<file path="config.mk">
export PLATFORM = sky130hd
export DESIGN_NAME = tmr_ovf_unit
export DESIGN_NICKNAME = d
export VERILOG_FILES = /design/src/rtl/tmr_ovf_pkg.sv /design/src/rtl/tmr_bus_ctl.sv /design/src/rtl/tmr_counter.sv /design/src/rtl/tmr_opt_reg.sv /design/src/rtl/tmr_ovf_unit.sv
export SDC_FILE = /design/constraint.sdc
export NUM_CORES = 1
export LEC_CHECK = 0
export CAP_MARGIN = 20
export CORE_MARGIN = 2
export CORE_UTILIZATION = 28
export CTS_BUF_LIST = sky130_fd_sc_hd__clkbuf_8
export CTS_CLUSTER_DIAMETER = 40
export DETAILED_ROUTE_END_ITERATION = 12
export HOLD_SLACK_MARGIN = 0.02
export RECOVER_POWER = 50
export SYNTH_ARGS = -nofsm -noshare
export SYNTH_HDL_FRONTEND = slang
export SYNTH_SLANG_ARGS = --single-unit
</file>
<file path="constraint.sdc">
create_clock -name clk_i -period 2.43 [get_ports clk_i]
set_input_delay 0.243 -clock clk_i [delete_from_list [all_inputs] [get_ports clk_i]]
set_output_delay 0.243 -clock clk_i [all_outputs]
set_load 0.005 [all_outputs]
</file>
<file path="src/rtl/tmr_ovf_pkg.sv">
package tmr_ovf_pkg;
  localparam int unsigned OPT_ADDR = 0;
  localparam int unsigned FLAG_BIT = 0;

  typedef struct packed {
    logic opt_wr;
    logic rmw_rd;
    logic rmw_wr;
  } bus_op_t;
endpackage

</file>
<file path="src/rtl/tmr_bus_ctl.sv">
module tmr_bus_ctl
  import tmr_ovf_pkg::*;
#(
  parameter int unsigned ADDR_W = 2,
  parameter int unsigned NBYTES = 2,
  parameter int unsigned IDX_W  = 3
) (
  input  logic              clk_i,
  input  logic              rst_ni,
  input  logic              wr_i,
  input  logic              bclr_i,
  input  logic [ADDR_W-1:0] addr_i,
  input  logic [IDX_W-1:0]  bit_idx_i,
  output bus_op_t           op_o,
  output logic [NBYTES-1:0] cnt_ld_o,
  output logic [IDX_W-1:0]  rmw_idx_o
);
  logic busy_q;
  logic sel_opt;

  assign sel_opt = (addr_i == ADDR_W'(OPT_ADDR));

  // bit-clear takes the bus over a byte write in the same cycle
  assign op_o.rmw_rd = bclr_i && sel_opt && !busy_q;
  assign op_o.opt_wr = wr_i && !bclr_i && sel_opt && !busy_q;
  assign op_o.rmw_wr = busy_q;

  for (genvar g = 0; g < NBYTES; g++) begin : g_lane_ld
    assign cnt_ld_o[g] = wr_i && !bclr_i && !busy_q && (addr_i == ADDR_W'(g + 1));
  end

  always_ff @(posedge clk_i or negedge rst_ni) begin
    if (!rst_ni) begin
      busy_q    <= 1'b0;
      rmw_idx_o <= '0;
    end else begin
      busy_q <= op_o.rmw_rd;
      if (op_o.rmw_rd) rmw_idx_o <= bit_idx_i;
    end
  end

  // read phase is always followed by the write phase
  p_rmw_follow_r7: assert property (@(posedge clk_i) disable iff (!rst_ni)
    op_o.rmw_rd |=> op_o.rmw_wr);
  // write phase lasts one cycle, no back-to-back access accepted
  p_busy_single_r9: assert property (@(posedge clk_i) disable iff (!rst_ni)
    op_o.rmw_wr |=> !op_o.rmw_wr);
endmodule

</file>
<file path="src/rtl/tmr_counter.sv">
module tmr_counter #(
  parameter int unsigned CNT_W  = 16,
  parameter int unsigned DATA_W = 8,
  localparam int unsigned NBYTES = CNT_W / DATA_W
) (
  input  logic              clk_i,
  input  logic              rst_ni,
  input  logic              en_i,
  input  logic [NBYTES-1:0] ld_i,
  input  logic [DATA_W-1:0] wdata_i,
  output logic [CNT_W-1:0]  cnt_o,
  output logic              wrap_o
);
  logic [CNT_W-1:0] cnt_q, cnt_d, base;
  logic             any_ld;

  assign any_ld = |ld_i;
  // a load cycle freezes counting for the whole word
  assign base   = (en_i && !any_ld) ? cnt_q + CNT_W'(1) : cnt_q;
  assign wrap_o = en_i && !any_ld && (cnt_q == '1);

  for (genvar g = 0; g < NBYTES; g++) begin : g_lane
    assign cnt_d[g*DATA_W +: DATA_W] = ld_i[g] ? wdata_i : base[g*DATA_W +: DATA_W];
  end

  always_ff @(posedge clk_i or negedge rst_ni) begin
    if (!rst_ni) cnt_q <= '0;
    else         cnt_q <= cnt_d;
  end

  assign cnt_o = cnt_q;

  p_wrap_zero_r3: assert property (@(posedge clk_i) disable iff (!rst_ni)
    wrap_o |=> (cnt_q == '0));
  p_step_r2: assert property (@(posedge clk_i) disable iff (!rst_ni)
    (en_i && !any_ld) |=> (cnt_q == CNT_W'($past(cnt_q) + CNT_W'(1))));
  p_hold_r2: assert property (@(posedge clk_i) disable iff (!rst_ni)
    (!en_i && !any_ld) |=> $stable(cnt_q));
  p_load_nopulse_r11: assert property (@(posedge clk_i) disable iff (!rst_ni)
    any_ld |-> !wrap_o);
endmodule

</file>
<file path="src/rtl/tmr_opt_reg.sv">
module tmr_opt_reg
  import tmr_ovf_pkg::*;
#(
  parameter int unsigned DATA_W = 8,
  localparam int unsigned IDX_W = $clog2(DATA_W)
) (
  input  logic              clk_i,
  input  logic              rst_ni,
  input  bus_op_t           op_i,
  input  logic [DATA_W-1:0] wdata_i,
  input  logic [IDX_W-1:0]  rmw_idx_i,
  input  logic              set_i,
  output logic [DATA_W-1:0] opt_o
);
  logic [DATA_W-1:0] opt_q, opt_d, hold_q, mask;
  logic              seen_q;

  assign mask = ~(DATA_W'(1) << rmw_idx_i);

  always_comb begin
    opt_d = opt_q;
    opt_d[FLAG_BIT] = opt_q[FLAG_BIT] | set_i;
    if (op_i.opt_wr) begin
      opt_d = wdata_i;
      // software may only clear the flag; a clearing write beats a set
      opt_d[FLAG_BIT] = wdata_i[FLAG_BIT] & (opt_q[FLAG_BIT] | set_i);
    end else if (op_i.rmw_wr) begin
      opt_d = hold_q & mask;
      // a set seen in either phase survives the write-back
      opt_d[FLAG_BIT] = opt_d[FLAG_BIT] | seen_q | set_i;
    end
  end

  always_ff @(posedge clk_i or negedge rst_ni) begin
    if (!rst_ni) begin
      opt_q  <= '0;
      hold_q <= '0;
      seen_q <= 1'b0;
    end else begin
      opt_q  <= opt_d;
      seen_q <= op_i.rmw_rd & set_i;
      if (op_i.rmw_rd) hold_q <= opt_q;
    end
  end

  assign opt_o = opt_q;

  p_set_r3: assert property (@(posedge clk_i) disable iff (!rst_ni)
    (set_i && !op_i.opt_wr) |=> opt_q[FLAG_BIT]);
  p_wr_clear_r4: assert property (@(posedge clk_i) disable iff (!rst_ni)
    (op_i.opt_wr && !wdata_i[FLAG_BIT]) |=> !opt_q[FLAG_BIT]);
  p_wr_noset_r5: assert property (@(posedge clk_i) disable iff (!rst_ni)
    (op_i.opt_wr && wdata_i[FLAG_BIT] && !set_i) |=> (opt_q[FLAG_BIT] == $past(opt_q[FLAG_BIT])));
  p_clash_write_r6: assert property (@(posedge clk_i) disable iff (!rst_ni)
    (op_i.opt_wr && !wdata_i[FLAG_BIT] && set_i) |=> !opt_q[FLAG_BIT]);
  p_rmw_clear_r7: assert property (@(posedge clk_i) disable iff (!rst_ni)
    (op_i.rmw_wr && rmw_idx_i == '0 && !seen_q && !set_i) |=> !opt_q[FLAG_BIT]);
  p_rmw_keep_r8: assert property (@(posedge clk_i) disable iff (!rst_ni)
    (op_i.rmw_wr && (seen_q || set_i)) |=> opt_q[FLAG_BIT]);
endmodule

</file>
<file path="src/rtl/tmr_ovf_unit.sv">
module tmr_ovf_unit
  import tmr_ovf_pkg::*;
#(
  parameter int unsigned CNT_W  = 16,
  parameter int unsigned DATA_W = 8,
  parameter int unsigned ADDR_W = 2,
  localparam int unsigned NBYTES = CNT_W / DATA_W,
  localparam int unsigned IDX_W  = $clog2(DATA_W),
  localparam int unsigned EN_BIT = DATA_W - 1
) (
  input  logic              clk_i,
  input  logic              rst_ni,
  input  logic [ADDR_W-1:0] addr_i,
  input  logic              wr_i,
  input  logic              bclr_i,
  input  logic [IDX_W-1:0]  bit_idx_i,
  input  logic [DATA_W-1:0] wdata_i,
  output logic [DATA_W-1:0] rdata_o,
  output logic              ovf_pulse_o
);
  bus_op_t           op;
  logic [NBYTES-1:0] cnt_ld;
  logic [IDX_W-1:0]  rmw_idx;
  logic [DATA_W-1:0] opt;
  logic [CNT_W-1:0]  cnt;
  logic              wrap;

  tmr_bus_ctl #(.ADDR_W(ADDR_W), .NBYTES(NBYTES), .IDX_W(IDX_W)) u_ctl (
    .clk_i, .rst_ni, .wr_i, .bclr_i, .addr_i, .bit_idx_i,
    .op_o(op), .cnt_ld_o(cnt_ld), .rmw_idx_o(rmw_idx)
  );

  tmr_counter #(.CNT_W(CNT_W), .DATA_W(DATA_W)) u_cnt (
    .clk_i, .rst_ni, .en_i(opt[EN_BIT]), .ld_i(cnt_ld), .wdata_i,
    .cnt_o(cnt), .wrap_o(wrap)
  );

  tmr_opt_reg #(.DATA_W(DATA_W)) u_opt (
    .clk_i, .rst_ni, .op_i(op), .wdata_i, .rmw_idx_i(rmw_idx),
    .set_i(wrap), .opt_o(opt)
  );

  always_comb begin
    rdata_o = '0;
    if (addr_i == ADDR_W'(OPT_ADDR)) rdata_o = opt;
    for (int i = 0; i < NBYTES; i++) begin
      if (addr_i == ADDR_W'(i + 1)) rdata_o = cnt[i*DATA_W +: DATA_W];
    end
  end

  assign ovf_pulse_o = wrap;

  // pulse never lasts two cycles
  p_pulse_single_r3: assert property (@(posedge clk_i) disable iff (!rst_ni)
    ovf_pulse_o |=> !ovf_pulse_o);
  // reset state
  p_reset_r1: assert property (@(posedge clk_i) !rst_ni |=> (opt == '0 && cnt == '0));
endmodule

</file>
==> out/summary.txt, run 1 <==
Final GP Congestion - 0.918
RSZ-0062 raised after global routing - no
Relative slew slack - -33.7%
Worst-skew pair later-pin latency - 0.30 ns
Row count - 31
Primary FF master, synth - dfrtp_1
Largest net degree at the start of global routing - 38
Worst-margin pin slew - 2.01 ns
Post-route DRC - 0
Clk root buf - clkbuf_8
Critical Path AT - 2.05 ns
Largest family of logic cells by synthesized area - compound AO/OA/AOI/OAI gates
Area leader, netlist - dfrtp_1
EDFF count, synth - 0
Initial antenna violation count - 0
Avg Vias per Cell - 5.31
Fin worst setup slack - 0.139 ns
Max Cap Viol - 1
Synth cell types - 46
Share of cells above drive strength 1 - 15.1%
Fin crit period - 2.29 ns
Layout Utilization - 36.6%
Area grow syn2layout - 26.8%
Synth top cells by count - 37 x dfrtp_1, 21 x nand2_1, 15 x o21ai_0
Final Max Tran Viols - 38
Dpl ws - 0.119 ns
Synth top area cells - dfrtp_1 44%, mux2i_1 5.3%, a221o_1 4.8%, mux2_2 4.3%, nand2_1 3.8%
Total Power - 2.26 mW
Syn avg cell area - 9.93 um2
Final Cycle Share - 94.3%
First-pass GRT wire length - 9.24 mm
Fmax - 436 MHz
Post-route setup TNS - 0 ns
Clock sinks - 37
Post-CTS Resized - 0
Post-Synth XOR/XNOR Area - 1.68%
ANT nets after route - 0
CP startpoint kind - flop
Via count - 1,859
Setup bufs post-CTS - 0
Power density over the cells - 855 nW/um2
H-tree depth - 2
Vias in the first global route - 1,796
Grt ovf - 0
Final hold slack - 0.497 ns
Crit Path Category - reg -> out
Final non-filler cell total - 350
Post-Synth Simple-Gate Area - 19.0%
Most frequent cell after synthesis - dfrtp_1
Ports - 26
Fillers - 760
Placed insts - 342
CTS hold repair buffers - 0
#FFs+latches synth - 37
Crit. End Element - output port
Peak VDD IR - 0.375 mV
Starting DRT DRC Count - 128
Final setup fails - 0
Final wirelength - 5.82 mm
Pleak - 1.06 nW
TritonRoute pass-1 iters - 4
Starting density of the core - 28.9%
Fin nets - 268
Mux contribution to synthesized area - 10.3%
Placed inst area - 2540 um2
CTS clk-pin slew, worst paths - 0.08 ns
Final Hold Violating Endpoints - 0
Cell area after synthesis - 2080 um2
Async SR Flop Fraction - 100%
PortBufs - 25
Overall global routing resource usage - 14.2%
Area share of fa/ha/maj cells after synthesis - 0.600%
CP required - 2.19 ns
CTS buffer count - 5
Die W - 90.3 um
Worst Skew - 0.00995 ns
Full die area - 8150 um2
Hold crit path type - in -> async
DR WL/cell - 16.6 um
YS warnings - 0
Failing checks - max-capacitance violations, max-slew violations
TritonCTS clock tree - built
Syn_nets - 228
Clk buf depth - 2
# diodes - 0
Yosys top cell area share - 44.4%
Final Instance Area - 2640 um2
Seq/Total Area, Yosys - 44.4%
Mapped Cells - 210
Die Y - 90.3 um
Synth Area in Compound Gates - 20.3%
Status - complete, but fails checks
HPWL after DPL - 4.40 mm
Critical path peak fanout - 5
Core ar. - 7210 um2
layout by cell type, fill, tap and decap left out, types with 4 or more instances in the layout:
cell,count
dfrtp_1,37
clkdlybuf4s50_1,24
nand2_1,21
buf_4,16
o21ai_0,15
nor2_1,12
mux2i_1,11
a221o_1,10
inv_1,8
mux2_2,8
o311a_1,7
nand3_1,6
o22ai_1,6
nor3_1,5
clkbuf_8,5
xnor2_1,4
nand4_1,4
cells by family (layout without fill, tap and decap cells):
logic type,Yosys count,count (layout)
and+or+nand+nor,74,74
AOI/OAI and AO/OA,57,57
DFF,37,37
muxes,20,20
buffers and inverters,17,58
xor gates and xnor gates,4,4
adders and majority gates,1,1
worst paths after layout:
path                                             endpoint  cells after the start                   startpoint  slack (ns)
setup / recovery                              ovf_pulse_o                      5   u_cnt.cnt_o[1]$_DFFE_PN0P_        0.14
hold / removal                 u_cnt.cnt_o[5]$_DFFE_PN0P_                      1                       rst_ni        0.50
setup reg to reg              u_opt.hold_q[0]$_DFFE_PN0P_                      4       u_ctl.busy_q$_DFF_PN0_        0.26
hold reg to reg               u_opt.hold_q[1]$_DFFE_PN0P_                      1  u_opt.hold_q[1]$_DFFE_PN0P_        0.52
max in group asynchronous     u_opt.hold_q[2]$_DFFE_PN0P_                      1                       rst_ni        0.77
min in group clk_i         u_ctl.rmw_idx_o[2]$_DFFE_PN0P_                      3                 bit_idx_i[2]        0.50
critical path, cell delays in order (launching register included):
cell	delay (ns)
dfrtp_1	0.42
ha_1	0.23
nand3_2	0.14
nor3_2	0.25
and3_1	0.22
clkdlybuf4s50_1	0.50
layer usage:
metal	wire, um	vias up	global-route usage, %
met5	0	-	0
met4	77	0	4.87
met3	320	11	3.84
met2	2740	47	22.5
met1	2680	905	18.7
li1	-	896	-
cell type report:
| cell class | count | area, um2 | area share, % |
|---|---|---|---|
| well taps | 99 | 124 | 4.69 |
| multi-input cells | 156 | 1080 | 41.0 |
| clock buffers | 5 | 68.8 | 2.60 |
| clock inverters | 3 | 42.5 | 1.61 |
| flip-flops and latches | 37 | 926 | 35.0 |
| inverters | 7 | 26.3 | 0.994 |
| repair buffers | 43 | 372 | 14.1 |
registers in the layout (all words and copies together) (netlist names):
| signal | flops |
|---|---|
| u_ctl.busy_q | 1 |
| u_opt.seen_q | 1 |
| u_opt.opt_o | 8 |
| u_cnt.cnt_o | 16 |
| u_opt.hold_q | 8 |
| u_ctl.rmw_idx_o | 3 |
power breakdown:
group / internal [mW] / leakage, nW / switching (mW)
logic: 0.357 / 0.543 / 0.324
registers: 0.807 / 0.460 / 0.227
clock network: 0.304 / 0.0595 / 0.241
Note: power is estimated with default switching activity, not from simulation.
==> run 2, diff against run 1 <==
Settings changed: CORE_UTILIZATION 28 to 50, PLACE_DENSITY from default to 0.73.
==> run 2 against run 1 <==
Effect of this change:
- the run still ends with max-capacitance violations, max-slew violations left
- global-route usage grew 13 points
- sequential cell count is the same
- sequential power is essentially flat
- utilization grew 28 points
- first-iteration DRC count grew 61%
- register-to-register slack gained 0.17 ns
- clock power grew 17%
- highest routed layer unchanged
==> out/summary.txt, run 2 (same netlist as run 1, synthesis figures left out) <==
Power density over the cells - 912 nW/um2
Switch share - 33.6%
Relative slew slack - -31.8%
Area of the multi-input gates - 1090 um2
DR WL/cell - 19.4 um
Clock sinks - 37
Number of flip-flops in the largest register - 16
Worst Skew - 0.00944 ns
Comb power frac - 29.1%
Layout Utilization - 64.9%
Crit-path cells - ha_1 > nand3_4 > nor3_2 > and3_1 > clkdlybuf4s50_1
Failing checks - max-capacitance violations, max-slew violations
Post-route setup TNS - 0 ns
P_int - 1.57 mW
Crit. End Element - output port
Starting density of the core - 52.1%
Largest net degree at the start of global routing - 38
Avg Vias per Cell - 6.42
Die Y - 68.6 um
CP startpoint kind - flop
Final setup fails - 0
Clk root buf - clkbuf_8
Clk buf depth - 2
TritonRoute pass-1 iters - 4
Worst-margin pin slew - 1.98 ns
Fillers - 354
CP top delay family - simple AND/OR/NAND/NOR gates
ANT nets after route - 0
Crit Path Category - reg -> out
CP required - 2.19 ns
Most frequent cells in the layout - 36 x dfrtp_1, 24 x clkdlybuf4s50_1, 21 x nand2_1
Starting DRT DRC Count - 206
Seq pwr share - 43.8%
Worst path max stage delay - 0.51 ns
Final Max Tran Viols - 38
Critical path peak fanout - 7
Hold crit path type - in -> async
First-pass GRT wire length - 9.14 mm
Fin crit period - 2.31 ns
Reg area - 927 um2
Row count - 23
HPWL after DPL - 4.26 mm
Sw Pwr - 0.796 mW
Critical Path AT - 2.06 ns
Worst-skew pair later-pin latency - 0.30 ns
Final GP Congestion - 0.960
TritonCTS clock tree - built
Critical-path top delay cell - clkdlybuf4s50_1
Final hold slack - 0.494 ns
Placed inst area - 2450 um2
Final Hold Violating Endpoints - 0
Fmax - 433 MHz
Max Cap Viol - 1
CTS clk-pin slew, worst paths - 0.08 ns
PortBufs - 25
Most common cell after layout, fill and taps aside - dfrtp_1
Core ar. - 4000 um2
Via count - 1,913
Status - complete, but fails checks
Crit path buf inv count - 1
Final non-filler cell total - 298
Final Cycle Share - 95.0%
Final Instance Area - 2590 um2
Die W - 68.6 um
Peak VDD IR - 0.526 mV
Fin nets - 265
Final wirelength - 5.77 mm
Placed insts - 290
Overall global routing resource usage - 27.4%
Post-route DRC - 0
# diodes - 0
Pleak - 1.06 nW
RSZ-0062 raised after global routing - no
Full die area - 4700 um2
Share of cells above drive strength 1 - 15.3%
Vias in the first global route - 1,802
Setup bufs post-CTS - 0
Clock power share - 27.0%
Area grow syn2layout - 24.5%
Initial antenna violation count - 0
Grt ovf - 0
CTS buffer count - 5
H-tree depth - 2
Ports - 26
-- run 2: worst paths after layout --
kind,startpoint,endpoint,slack (ns),cells after the start
max,u_cnt.cnt_o[1]$_DFFE_PN0P_,ovf_pulse_o,0.12,5
min,rst_ni,u_cnt.cnt_o[2]$_DFFE_PN0P_,0.49,1
max reg2reg,u_ctl.busy_q$_DFF_PN0_,u_opt.hold_q[3]$_DFFE_PN0P_,0.43,4
min reg2reg,u_opt.hold_q[4]$_DFFE_PN0P_,u_opt.hold_q[4]$_DFFE_PN0P_,0.51,1
max in group asynchronous,rst_ni,u_cnt.cnt_o[1]$_DFFE_PN0P_,0.67,1
min in group clk_i,bit_idx_i[0],u_ctl.rmw_idx_o[0]$_DFFE_PN0P_,0.50,3
-- run 2: cell type report --
type,instances,share of cell area (%)
multi-input combinational,156,42.1
sequential,37,35.7
clock inverter,3,2.51
tap,50,2.41
inverter,7,1.01
timing repair buffer,40,13.6
clock buffer,5,2.65
-- run 2: repair_timing --
item | CTS | global route
resized for setup | 2 | 2
hold buffers | 0 | 0
setup endpoints to repair | 1 | 1
-- run 2: worst register-to-register path: stages (launching register included) --
cell and delay, ns:
dfrtp_1 0.39, buf_4 0.19, nor4b_1 0.32, clkbuf_1 0.58
mux2_2 0.41
-- run 2: power groups by stage --
stage	sequential (mW)	clock (mW)	combinational (mW)
2_1_floorplan	0.964	0	0.427
3_3_place_gp	1.02	0	0.656
3_5_place_dp	1.03	0	0.670
4_1_cts	1.02	0.645	0.680
5_1_grt	1.06	0.669	0.766
6_report	1.04	0.640	0.690
-- run 2: stage by stage --
| step | setup WS, ns | power (mW) |
|---|---|---|
| 3_3_place_gp | 0.198 | 1.68 |
| 4_1_cts | 0.0603 | 2.34 |
| 5_1_grt | 0.00504 | 2.50 |
| 3_5_place_dp | 0.151 | 1.70 |
| 2_1_floorplan | 0.549 | 1.39 |
| 6_report | 0.122 | 2.37 |
-- run 2: routing by layer --
metal,part of all wire [%],global-route usage (%),vias up
met5,0,0,-
met4,2.5,10.8,0
met3,7.0,4.55,14
met2,48,45.1,81
met1,42,36.2,935
li1,-,-,883
==> run 3, diff against run 2 <==
Settings changed: CORE_UTILIZATION 50 to 55, PLACE_DENSITY 0.73 to 0.79.
==> run 3 against run 2 <==
Effect of this change:
- the flow still finishes with violations (max-capacitance violations, max-slew violations)
- clock skew decreased by 0.0046 ns
- clock-buffer cell count unchanged
- first-iteration DRC count decreased by 7.3%
- final cell count decreased by 1.0%
- utilization increased by 4.8 points
- clock power decreased by 20%
- sequential cell count unchanged
- largest power group unchanged
==> out/summary.txt, run 3 (same netlist as run 1, synthesis figures left out) <==
TritonCTS clock tree - built
Largest net degree at the start of global routing - 38
Final setup fails - 0
Hold crit path type - in -> async
Crit-path cells - ha_1 > nand3_1 > nor3_2 > and3_1 > clkdlybuf4s50_1
Layout Utilization - 69.7%
Final Instance Area - 2550 um2
DR WL/cell - 18.4 um
Setup bufs post-CTS - 0
Clk buf depth - 2
Failing checks - max-capacitance violations, max-slew violations
Pleak - 1.05 nW
Max Cap Viol - 1
TritonRoute pass-1 iters - 4
Starting DRT DRC Count - 191
# diodes - 0
Fillers - 298
First-pass GRT wire length - 9.20 mm
Clock sinks - 37
Most common cell after layout, fill and taps aside - dfrtp_1
Post-CTS Resized - 0
Placed inst area - 2450 um2
Number of flip-flops in the largest register - 16
Vias in the first global route - 1,819
Critical path peak fanout - 5
Relative slew slack - -28.4%
Final Max Tran Viols - 38
Avg Vias per Cell - 6.37
Fmax - 430 MHz
CP top delay family - simple AND/OR/NAND/NOR gates
Final GP Congestion - 0.940
PortBufs - 25
Post-route setup TNS - 0 ns
Row count - 22
Final Cycle Share - 95.6%
Total Power - 2.20 mW
Clk root buf - clkbuf_8
Share of cells above drive strength 1 - 15.0%
Overall global routing resource usage - 28.7%
ANT nets after route - 0
Area grow syn2layout - 22.4%
Power density over the cells - 862 nW/um2
Final hold slack - 0.477 ns
CP required - 2.19 ns
Reg area - 927 um2
CTS buffer count - 5
Worst-margin pin slew - 1.93 ns
Die W - 65.6 um
Final Hold Violating Endpoints - 0
Grt ovf - 0
Crit. End Element - output port
Via count - 1,878
Worst-skew pair later-pin latency - 0.29 ns
CTS hold repair buffers - 0
Core ar. - 3660 um2
Critical-path top delay cell - clkdlybuf4s50_1
Critical Path AT - 2.08 ns
CP startpoint kind - flop
Worst path max stage delay - 0.51 ns
Peak VDD IR - 0.527 mV
Ports - 26
Crit path buf inv count - 1
Status - complete, but fails checks
Starting density of the core - 56.9%
Initial antenna violation count - 0
Full die area - 4300 um2
Fin crit period - 2.32 ns
Area of the multi-input gates - 1080 um2
Post-route DRC - 0
H-tree depth - 2
RSZ-0062 raised after global routing - no
Final wirelength - 5.44 mm
CTS clk-pin slew, worst paths - 0.07 ns
Worst Skew - 0.00486 ns
HPWL after DPL - 4.06 mm
Die Y - 65.6 um
Fin nets - 265
Most frequent cells in the layout - 36 x dfrtp_1, 23 x clkdlybuf4s50_1, 21 x nand2_1
Crit Path Category - reg -> out
[run 3: changes by cell type in the layout (fill, tap and decap cells not counted)]
cell,change
dlygate4sd3_1,+1
clkdlybuf4s50_1,-1
nand3_4,-1
nand3_1,+1
nor2b_1,-1
bufinv_16,-1
nor2b_2,+1
[run 3: where the power goes]
part           internal [mW]  leakage (nW)  switching [mW]
combinational          0.339         0.533           0.310
sequential             0.809         0.459           0.229
clock                  0.298        0.0540           0.216
total                   1.45          1.05           0.755
[run 3: area by class of cell]
type | count | area share, %
inverters | 7 | 1.03
flip-flops and latches | 37 | 36.3
well taps | 48 | 2.35
multi-input cells | 156 | 42.4
repair buffers | 40 | 13.8
clock buffers | 5 | 2.70
clock inverters | 2 | 1.37
[run 3: worst paths after layout]
path | startpoint | to | slack, ns | cells past startpoint
min in group clk_i | bit_idx_i[2] | u_ctl.rmw_idx_o[2]$_DFFE_PN0P_ | 0.51 | 3
worst max-delay path | u_cnt.cnt_o[1]$_DFFE_PN0P_ | ovf_pulse_o | 0.11 | 5
max in group asynchronous | rst_ni | u_cnt.cnt_o[0]$_DFFE_PN0P_ | 0.71 | 1
worst max register to register | u_cnt.cnt_o[1]$_DFFE_PN0P_ | u_cnt.cnt_o[14]$_DFFE_PN0P_ | 0.43 | 6
worst min-delay path | rst_ni | u_cnt.cnt_o[3]$_DFFE_PN0P_ | 0.48 | 1
worst min register to register | u_opt.hold_q[3]$_DFFE_PN0P_ | u_opt.hold_q[3]$_DFFE_PN0P_ | 0.52 | 1
[run 3: layer usage]
layer	share of wire, %	routed length, um	global-route usage (%)
met2	50	2730	48.3
met5	0	0	0
met1	42	2280	37.2
met4	1.1	62	8.85
met3	6.7	362	5.82
[run 3: per-stage QoR]
stage                     worst slack, ns  std cells
final                               0.106        295
after global routing               0.0258        295
after CTS                          0.0502        295
after floorplan                     0.549        210
after global placement              0.145        288
after detailed placement           0.0904        288
